### src/rtl/fm_mod_pkg.sv
package fm_mod_pkg;
  localparam int TREM_STEPS = 210;
  localparam int TREM_HALF  = TREM_STEPS / 2;
  localparam int TPOS_W     = $clog2(TREM_STEPS);
  localparam int TREM_EVT_BITS = 6;
  localparam int VIB_EVT_BITS  = 10;
  localparam int EG_TZ_LIMIT   = 12;

  // Triangle fold of a tremolo position
  function automatic logic [TPOS_W-1:0] trem_fold(input logic [TPOS_W-1:0] pos);
    if (int'(pos) < TREM_HALF) return pos;
    return TPOS_W'(TREM_STEPS) - pos;
  endfunction

  // Attenuation shift chosen by the depth bit
  function automatic int trem_shift(input logic deep);
    return deep ? 2 : 4;
  endfunction
endpackage

### src/rtl/fm_mod_trem.sv
module fm_mod_trem
  import fm_mod_pkg::*;
#(
  parameter int TREM_W = 7
) (
  input  logic              clk,
  input  logic              rst_n,
  input  logic              tick,
  input  logic              step_evt,
  input  logic              deep,
  output logic [TREM_W-1:0] level
);
  logic [TPOS_W-1:0] pos_q, pos_nxt;
  logic              pos_wrap;
  logic [TPOS_W-1:0] fold;

  assign pos_wrap = step_evt && (int'(pos_q) == TREM_STEPS - 1);

  always_comb begin
    pos_nxt = pos_q;
    if (step_evt) pos_nxt = pos_wrap ? '0 : pos_q + 1'b1;
  end

  assign fold = trem_fold(pos_nxt);

  always_ff @(posedge clk) begin
    if (!rst_n) begin
      pos_q <= '0;
      level <= '0;
    end else if (tick) begin
      pos_q <= pos_nxt;
      level <= TREM_W'(fold >> trem_shift(deep));
    end
  end

  AST_TPOS_RANGE: assert property (@(posedge clk) disable iff (!rst_n)
    int'(pos_q) < TREM_STEPS);
  AST_TPOS_WRAP: assert property (@(posedge clk) disable iff (!rst_n)
    tick && pos_wrap |=> pos_q == '0);
  AST_TREM_MAX: assert property (@(posedge clk) disable iff (!rst_n)
    int'(level) <= (TREM_HALF >> 2));
endmodule

### src/rtl/fm_mod_vib.sv
module fm_mod_vib (
  input  logic       clk,
  input  logic       rst_n,
  input  logic       tick,
  input  logic       step_evt,
  input  logic       deep,
  output logic [2:0] pos,
  output logic       shift
);
  always_ff @(posedge clk) begin
    if (!rst_n) begin
      pos   <= '0;
      shift <= 1'b1;
    end else if (tick) begin
      if (step_evt) pos <= pos + 3'd1;
      shift <= ~deep;
    end
  end

  AST_VIB_STEP: assert property (@(posedge clk) disable iff (!rst_n)
    tick && step_evt |=> pos == 3'($past(pos) + 3'd1));
  AST_VIB_SHIFT: assert property (@(posedge clk) disable iff (!rst_n)
    tick |=> shift == !$past(deep));
endmodule

### src/rtl/fm_mod_egtimer.sv
module fm_mod_egtimer
  import fm_mod_pkg::*;
#(
  parameter int EGT_W = 36
) (
  input  logic       clk,
  input  logic       rst_n,
  input  logic       tick,
  output logic       phase,
  output logic [3:0] step
);
  logic [EGT_W-1:0] timer_q;
  logic             carry_q;
  logic             inc_en;
  logic             wrap_evt;
  int               tz;
  logic [3:0]       step_nxt;

  assign inc_en   = phase | carry_q;
  assign wrap_evt = inc_en & (&timer_q);

  // Lowest set bit index of the timer
  always_comb begin
    tz = EGT_W;
    for (int i = EGT_W - 1; i >= 0; i--) begin
      if (timer_q[i]) tz = i;
    end
  end

  assign step_nxt = (timer_q == '0 || tz > EG_TZ_LIMIT) ? 4'd0 : 4'(tz + 1);

  always_ff @(posedge clk) begin
    if (!rst_n) begin
      timer_q <= '0;
      carry_q <= 1'b0;
      phase   <= 1'b0;
      step    <= '0;
    end else if (tick) begin
      step  <= step_nxt;
      phase <= ~phase;
      if (inc_en) begin
        timer_q <= wrap_evt ? '0 : timer_q + 1'b1;
        carry_q <= wrap_evt;
      end
    end
  end

  AST_EG_WRAP: assert property (@(posedge clk) disable iff (!rst_n)
    tick && wrap_evt |=> timer_q == '0 && carry_q);
  AST_EG_HOLD: assert property (@(posedge clk) disable iff (!rst_n)
    tick && !inc_en |=> $stable(timer_q));
  AST_EG_TOGGLE: assert property (@(posedge clk) disable iff (!rst_n)
    tick |=> phase != $past(phase));
  AST_EG_STEP_MAX: assert property (@(posedge clk) disable iff (!rst_n)
    step <= 4'(EG_TZ_LIMIT + 1));
endmodule

### src/rtl/fm_mod_timer.sv
module fm_mod_timer
  import fm_mod_pkg::*;
#(
  parameter int CNT_W  = 10,
  parameter int EGT_W  = 36,
  parameter int TREM_W = 7
) (
  input  logic              clk,
  input  logic              rst_n,
  input  logic              tick,
  input  logic              trem_deep,
  input  logic              vib_deep,
  output logic [TREM_W-1:0] trem_level,
  output logic [2:0]        vib_pos,
  output logic              vib_shift,
  output logic [1:0]        tmr_phase,
  output logic              eg_phase,
  output logic [3:0]        eg_step
);
  localparam int CW = (CNT_W < VIB_EVT_BITS) ? VIB_EVT_BITS : CNT_W;

  logic [CW-1:0] cnt_q;
  logic          trem_evt;
  logic          vib_evt;

  assign trem_evt  = &cnt_q[TREM_EVT_BITS-1:0];
  assign vib_evt   = &cnt_q[VIB_EVT_BITS-1:0];
  assign tmr_phase = cnt_q[1:0];

  always_ff @(posedge clk) begin
    if (!rst_n) cnt_q <= '0;
    else if (tick) cnt_q <= cnt_q + 1'b1;
  end

  fm_mod_trem #(.TREM_W(TREM_W)) u_trem (
    .clk(clk), .rst_n(rst_n), .tick(tick), .step_evt(trem_evt),
    .deep(trem_deep), .level(trem_level)
  );

  fm_mod_vib u_vib (
    .clk(clk), .rst_n(rst_n), .tick(tick), .step_evt(vib_evt),
    .deep(vib_deep), .pos(vib_pos), .shift(vib_shift)
  );

  fm_mod_egtimer #(.EGT_W(EGT_W)) u_eg (
    .clk(clk), .rst_n(rst_n), .tick(tick), .phase(eg_phase), .step(eg_step)
  );

  AST_HOLD_IDLE: assert property (@(posedge clk) disable iff (!rst_n)
    !tick |=> $stable(trem_level) && $stable(vib_pos) && $stable(vib_shift)
              && $stable(tmr_phase) && $stable(eg_phase) && $stable(eg_step));
  AST_PHASE_STEP: assert property (@(posedge clk) disable iff (!rst_n)
    tick |=> tmr_phase == 2'($past(tmr_phase) + 2'd1));
endmodule

### config.mk
export PLATFORM = sky130hd
export DESIGN_NAME = fm_mod_timer
export DESIGN_NICKNAME = d
export VERILOG_FILES = /design/src/rtl/fm_mod_pkg.sv /design/src/rtl/fm_mod_trem.sv /design/src/rtl/fm_mod_vib.sv /design/src/rtl/fm_mod_egtimer.sv /design/src/rtl/fm_mod_timer.sv
export SDC_FILE = /design/constraint.sdc
export NUM_CORES = 1
export LEC_CHECK = 0
export BUFFER_PORTS_ARGS = -buffer_cell sky130_fd_sc_hd__buf_4
export CORE_MARGIN = 5
export CORE_UTILIZATION = 45
export DETAILED_ROUTE_END_ITERATION = 7
export PLACE_DENSITY = 0.71
export SYNTH_ARGS = -nofsm -noshare
export SYNTH_HDL_FRONTEND = slang
export SYNTH_SLANG_ARGS = --single-unit
### constraint.sdc
create_clock -name clk -period 2.32 [get_ports clk]
set_clock_uncertainty 0.05 [all_clocks]
set_input_delay 0.232 -clock clk [delete_from_list [all_inputs] [get_ports clk]]
set_output_delay 0.232 -clock clk [all_outputs]
set_load 0.05 [all_outputs]
# Word level (Yosys, flattened, before mapping)
# Cells that the tools add are included.
dict set report totals {
  output_inout_bits 18
  word_cells 74
  input_bits 5
  regBits 71
}
dict set report op_classes {
  shift 1
  n_bitwise 4
  n_reduce_logical 7
  n_addsub 6
  eq_ne 1
  mux 44
  n_lt_le_gt_ge 2
}
# operator n
set op_table {}
lappend op_table {{$mux 6} 32}
lappend op_table {{$add 36x1->36 const B} 1}
lappend op_table {{$logic_not 36->1} 1}
lappend op_table {{$mux 36} 1}
lappend op_table {{$reduce_and 36->1} 1}
lappend op_table {{$mux 8} 4}
lappend op_table {{$shr 8x32->7} 1}
lappend op_table {{$mux 3} 5}
lappend op_table {{$reduce_and 11->1} 1}
lappend op_table {{$add 10x1->10 const B} 1}
lappend op_table {{$add 8x1->8 const B} 1}
lappend op_table {{$eq 8x7->1 const B} 1}
lappend op_table {{$lt 8x7->1 const B} 1}
lappend op_table {{$sub 8x8->8 const A} 1}
lappend op_table {{$gt 6x4->1 const B} 1}
lappend op_table {{$reduce_and 6->1} 1}
lappend op_table {{$add 4x1->4 const B} 1}
lappend op_table {{$mux 4} 1}
lappend op_table {{$add 3x1->3 const B} 1}
lappend op_table {{$not 1->1} 2}
lappend op_table {{$reduce_and 2->1} 1}
lappend op_table {{$and 1x1->1} 1}
lappend op_table {{$logic_and 1x1->1} 1}
lappend op_table {{$logic_or 1x1->1} 1}
lappend op_table {{2 further kinds} 2}

# Depth between registers and ports, before layout
dict set report logic_depth {
  word_depth 39
  depth_mapped 13
  mapped_depth_nobuf 12
}

# Modules after synthesis
# From an unflattened synthesis, not the netlist that was laid out.
dict set report hier_totals {
  hier_cells 527
  hier_area_um2 4357.9
}
# mod instances area_each_um2 cells_each seq_area_each_um2
set by_module_without_submodules {}
lappend by_module_without_submodules {fm_mod_egtimer 1 2533.7 308 840.8}
lappend by_module_without_submodules {fm_mod_trem 1 1158.6 146 300.3}
lappend by_module_without_submodules {fm_mod_timer 1 478.0 54 200.2}
lappend by_module_without_submodules {fm_mod_vib 1 187.7 19 80.1}

# Worst setup path before layout
# No wires, ideal clock.
dict set report synth_path {
  path_kind {register to register}
  startpoint {register u_trem.pos_q[1]}
  endpoint {register u_trem.level[2]}
  path_slack_ns -0.095
  stages_incl_launch_ff 11
  arrival_ns 2.251
  required_time_ns 2.155
  setup_time_ns 0.115
  period_less_slack_ns 2.415
  path_cell_list {dfxtp_1 -> inv_1 -> ha_1 -> o21ba_2 -> a311o_1 -> a22o_2 -> a22oi_2 -> nor2b_1 -> a22oi_1 -> o2bb2ai_1 -> o21a_1}
}
dict set report synth_via {
  elab_chain_cells 8
  word_cells_on_any_way 11
  classes_between {add/sub (2); order compare (1); eq/ne (1); shift (1); mux (5); reduce/logical (1)}
}
# item line_no
set synth_rtl {}
lappend synth_rtl {{from (decl)} fm_mod_trem.sv:13} ;# logic [TPOS_W-1:0] pos_q, pos_nxt;
lappend synth_rtl {{from (signal assigned)} fm_mod_trem.sv:31} ;# pos_q <= pos_nxt;
lappend synth_rtl {{branches (longest 3 deep; another with $add 8x1->8)} --}
lappend synth_rtl {{$mux 8 (*)} fm_mod_trem.sv:21} ;# if (step_evt) pos_nxt = pos_wrap ? '0 : pos_q + 1'b1;
lappend synth_rtl {{$lt 8x7->1} fm_mod_pkg.sv:11} ;# if (int'(pos) < TREM_HALF) return pos;
lappend synth_rtl {{$mux 1} fm_mod_pkg.sv:11}
lappend synth_rtl {{$mux 8 (*)} fm_mod_pkg.sv:12} ;# return TPOS_W'(TREM_STEPS) - pos;
lappend synth_rtl {{$shr 8x32->7 (*)} fm_mod_trem.sv:32} ;# level <= TREM_W'(fold >> trem_shift(deep));
lappend synth_rtl {{to (signal assigned)} fm_mod_trem.sv:32}
lappend synth_rtl {{to (decl)} fm_mod_trem.sv:11} ;# output logic [TREM_W-1:0] level
# Mark *: on every way between the ends. The select of a mux whose other input is x is not followed.
# A chain may end at the register's enable or synchronous reset.

# Final worst setup path
dict set report layout_path {
  startpoint {register u_eg.timer_q[33]}
  endpoint {register u_eg.step[1]}
}
dict set report layout_via {
  elab_chain_cells 37
  word_cells_on_any_way 39
  classes_between {add/sub (1); order compare (1); mux (35); reduce/logical (2)}
}
# item line_no
set layout_rtl {}
lappend layout_rtl {{from (decl)} fm_mod_egtimer.sv:12} ;# logic [EGT_W-1:0] timer_q;
lappend layout_rtl {{from (signal assigned)} fm_mod_egtimer.sv:42} ;# timer_q <= wrap_evt ? '0 : timer_q + 1'b1;
lappend layout_rtl {{$mux 3 (2 in a row)} fm_mod_egtimer.sv:26} ;# if (timer_q[i]) tz = i;
lappend layout_rtl {{$mux 6 (32 in a row)} fm_mod_egtimer.sv:26}
lappend layout_rtl {{$gt 6x4->1} fm_mod_egtimer.sv:30} ;# assign step_nxt = (timer_q == '0 || tz > EG_TZ_LIMIT) ? 4'd0 : 4'(tz + 1);
lappend layout_rtl {{$logic_or 1x1->1} fm_mod_egtimer.sv:30}
lappend layout_rtl {{$mux 4 (*)} fm_mod_egtimer.sv:30}
lappend layout_rtl {{to (signal assigned)} fm_mod_egtimer.sv:39} ;# step <= step_nxt;
lappend layout_rtl {{to (decl)} fm_mod_egtimer.sv:10} ;# output logic [3:0] step
# Every way passes the cells marked *; elsewhere a longest branch is shown, timed or not.

==> results.json <==
{
  "grt_max_degree": 32,
  "cts-htree-levels": 3,
  "fmax_ghz": 0.413,
  "cts_tree": "yes",
  "dr_total_vias": 3837,
  "tns_ps": -329,
  "pwr-share-clk_pct": 40.3,
  "globalplace.congestion": 0.919,
  "clk_pin_slew_worst_paths_ps": 80,
  "synth-simple-area-share_pct": 29.6,
  "synthAdderAreaFrac_pct": 2.47,
  "p_sw_share_pct": 27.8,
  "max-slew-margin-rel_pct": 64.7,
  "multi_input_area_mm2": 0.00262,
  "synth_area_leaders": "dfxtp_1, nor2_1, xor2_1",
  "cp.arrival_ps": 2610,
  "dpl_worst_slack_ps": -196,
  "clock_latency_ps": 360,
  "synth_mux_area_share_pct": 0.247,
  "yosysSeqAreaShare_pct": 35.0,
  "synth_top_family_by_area": "simple AND/OR/NAND/NOR gates",
  "combPwrFrac_pct": 10.9,
  "dp_cells": 675,
  "cellPowerDensity_mw_per_mm2": 492,
  "async_reset_ff_share_pct": 0,
  "cts_buffers": 9,
  "hold_viol_final": 0,
  "crit_path_end_kind": "flip-flop",
  "finalCritPeriodShare_pct": 104,
  "fillers": 756,
  "cp.required_ps": 2510,
  "layout_min_cycle_time_ps": 2420,
  "dieArea_mm2": 0.0110,
  "ys_ff_latch": 71,
  "synth_nets": 520,
  "grt_pass1_wl_um": 16300,
  "worstSetupPathType": "flip-flop to flip-flop",
  "power.internal_mw": 1.86,
  "hold_end": "u_vib.shift",
  "drt_pass1_iterations": 4,
  "p_leak_nw": 2.11,
  "seq_area_mm2": 0.00144,
  "p_switching_uw": 713,
  "final_cells": 702,
  "ys_warn_count": 0,
  "diodes": 0,
  "core_area_mm2": 0.00876,
  "first_global_vias": 3576,
  "r2r_end": "u_eg.step[1]",
  "grt_use_total_pct": 17.3,
  "tightest_slew_ps": 529,
  "fin_nets": 602,
  "wirelength_um": 10000,
  "r2r_setup_slack_ps": -100,
  "worstHoldStart": "rst_n",
  "synth_common_cells": "nor2_1, dfxtp_1, nand2_1, xor2_1, xnor2_1",
  "crit_path_start_kind": "flip-flop",
  "synthXorXnorAreaFrac_pct": 11.7,
  "synth_compound_area_share_pct": 15.0,
  "synth_edf_count": 0,
  "via_per_inst": 5.47,
  "die-width_um": 105,
  "yosys.area.top_type": "dfxtp_1",
  "vdd_drop_max_v": 0.000290,
  "final_area_mm2": 0.00523,
  "hold_depth": 2,
  "synth.cell_area_mm2": 0.00406,
  "fin_hold_ws_ps": 87.5,
  "worstReg2RegStart": "u_eg.timer_q[33]",
  "synth_top_flop_cell": "dfxtp_1",
  "port_buffers": 22,
  "initialDrtViolationCount": 163,
  "initial_core_util_pct": 46.3,
  "path_max_fanout": 4,
  "postSynthAreaPerCell_um2": 8.01,
  "cts_buffer_depth": 2,
  "antenna_found_initial": 0,
  "drv_slew": 0,
  "grt-ovfl-total": 0,
  "synth_top_area_share_pct": 35.0,
  "placed_cell_area_mm2": 0.00469,
  "ioPinCount": 23,
  "cts_root_buf": "clkbuf_8",
  "syn2layout_area_growth_pct": 28.8,
  "wl_per_cell_um": 14.3,
  "rr_worst_depth": 13,
  "synthDistinctLibCells": 71,
  "fin_ws_ps": -98.5,
  "dp_hpwl_um": 7040,
  "failed_checks": "setup timing",
  "cap_violations": 0,
  "die_h_um": 105,
  "yosysMostFrequentCell": "nor2_1",
  "status": "finished, violations left",
  "setup_viol_count_final": 4,
  "pwr-share-seq_pct": 48.9,
  "synthCells": 507,
  "detail-route-antenna-nets": 0,
  "drive_gt1_share_pct": 31.3,
  "rows": 34,
  "rsz0062_at_grt": "true",
  "clkSinkCount": 71,
  "drc": 0,
  "hold_path_class": "input pin to flip-flop"
}
cells in the final DEF, fill, tap and decap left out, types with 5 or more instances in the layout:
cell	n
buf_4	97
nor2_1	90
dfxtp_1	58
nand2_1	40
xor2_1	27
xnor2_1	26
nand3_1	21
a21oi_1	17
nand4_1	17
inv_1	16
dfxtp_2	12
nor3_1	11
o21ai_0	10
clkbuf_8	9
o21ai_1	8
a211oi_1	6
nor4_1	6
and3_1	6
a211oi_2	5
and2_1	5
sequential cells by signal (all words and copies together) (netlist names):
register	cells
cnt_q	10
u_eg.carry_q	1
u_eg.phase	1
u_eg.step	4
u_eg.timer_q	36
u_trem.level	7
u_trem.pos_q	8
u_vib.pos	3
u_vib.shift	1
worst max-delay path by stage:
stage / startpoint / end / slack (ps) / cells after the start
after global routing: u_eg.timer_q[33] / u_eg.step[1] / -300 / 13
after detailed placement: u_eg.timer_q[33] / u_eg.step[1] / -200 / 13
after CTS: u_eg.timer_q[34] / u_eg.step[3] / -110 / 11
after floorplan: u_trem.pos_q[1] / u_trem.level[2] / -20 / 10
final: u_eg.timer_q[33] / u_eg.step[1] / -100 / 13
after global placement: u_eg.timer_q[34] / u_eg.step[2] / -130 / 11
cell families after synthesis:
family	after synthesis
simple gates	240
fa+ha+maj	8
buf+inv	46
flops	71
xor+xnor	54
compound gates	87
mux	1
repair_timing:
item / CTS / global route
setup endpoints to repair: 10 / 42
pin swaps: 8 / 39
gates resized for setup: 24 / 41
hold buffers: 0 / 0
setup buffers: 5 / 6
layout make-up:
type,count,share of cell area [%]
well taps,108,2.59
clock buffers,9,2.37
repair buffers,99,14.5
multi-input cells,390,50.2
flip-flops and latches,71,27.6
inverters,18,1.29
clock inverters,7,1.48
layer usage:
| metal | vias up | track usage [%] | part of all wire [%] |
|---|---|---|---|
| met3 | 14 | 4.32 | 3.6 |
| met5 | - | 0 | 0 |
| met4 | 0 | 4.84 | 1.2 |
| met1 | 1829 | 21.0 | 44 |
| li1 | 1931 | - | - |
| met2 | 63 | 30.3 | 51 |
critical path, cell delays in order, from the launching register on:
cell	delay, ps
dfxtp_2	330
buf_6	110
nor2_2	60
o21ai_1	70
a211oi_1	210
o31ai_1	120
a21oi_1	260
o21ai_1	120
a211oi_2	300
inv_1	80
ha_2	190
nor3b_2	140
nand4b_1	200
o21ai_1	100
power groups by stage:
stage	clock (mW)	combinational [mW]	sequential (mW)
final	1.03	0.279	1.26
after global routing	1.11	0.302	1.26
after CTS	1.06	0.263	1.25
after detailed placement	0	0.259	1.28
after global placement	0	0.253	1.28
after floorplan	0	0.154	1.31
metrics by stage:
stage          util (%)  power [mW]
2_1_floorplan         -        1.47
3_3_place_gp       53.5        1.54
4_1_cts            57.4        2.57
3_5_place_dp       53.5        1.54
6_report           59.6        2.57
5_1_grt            59.6        2.67
Power figures use the tool's default switching activity.
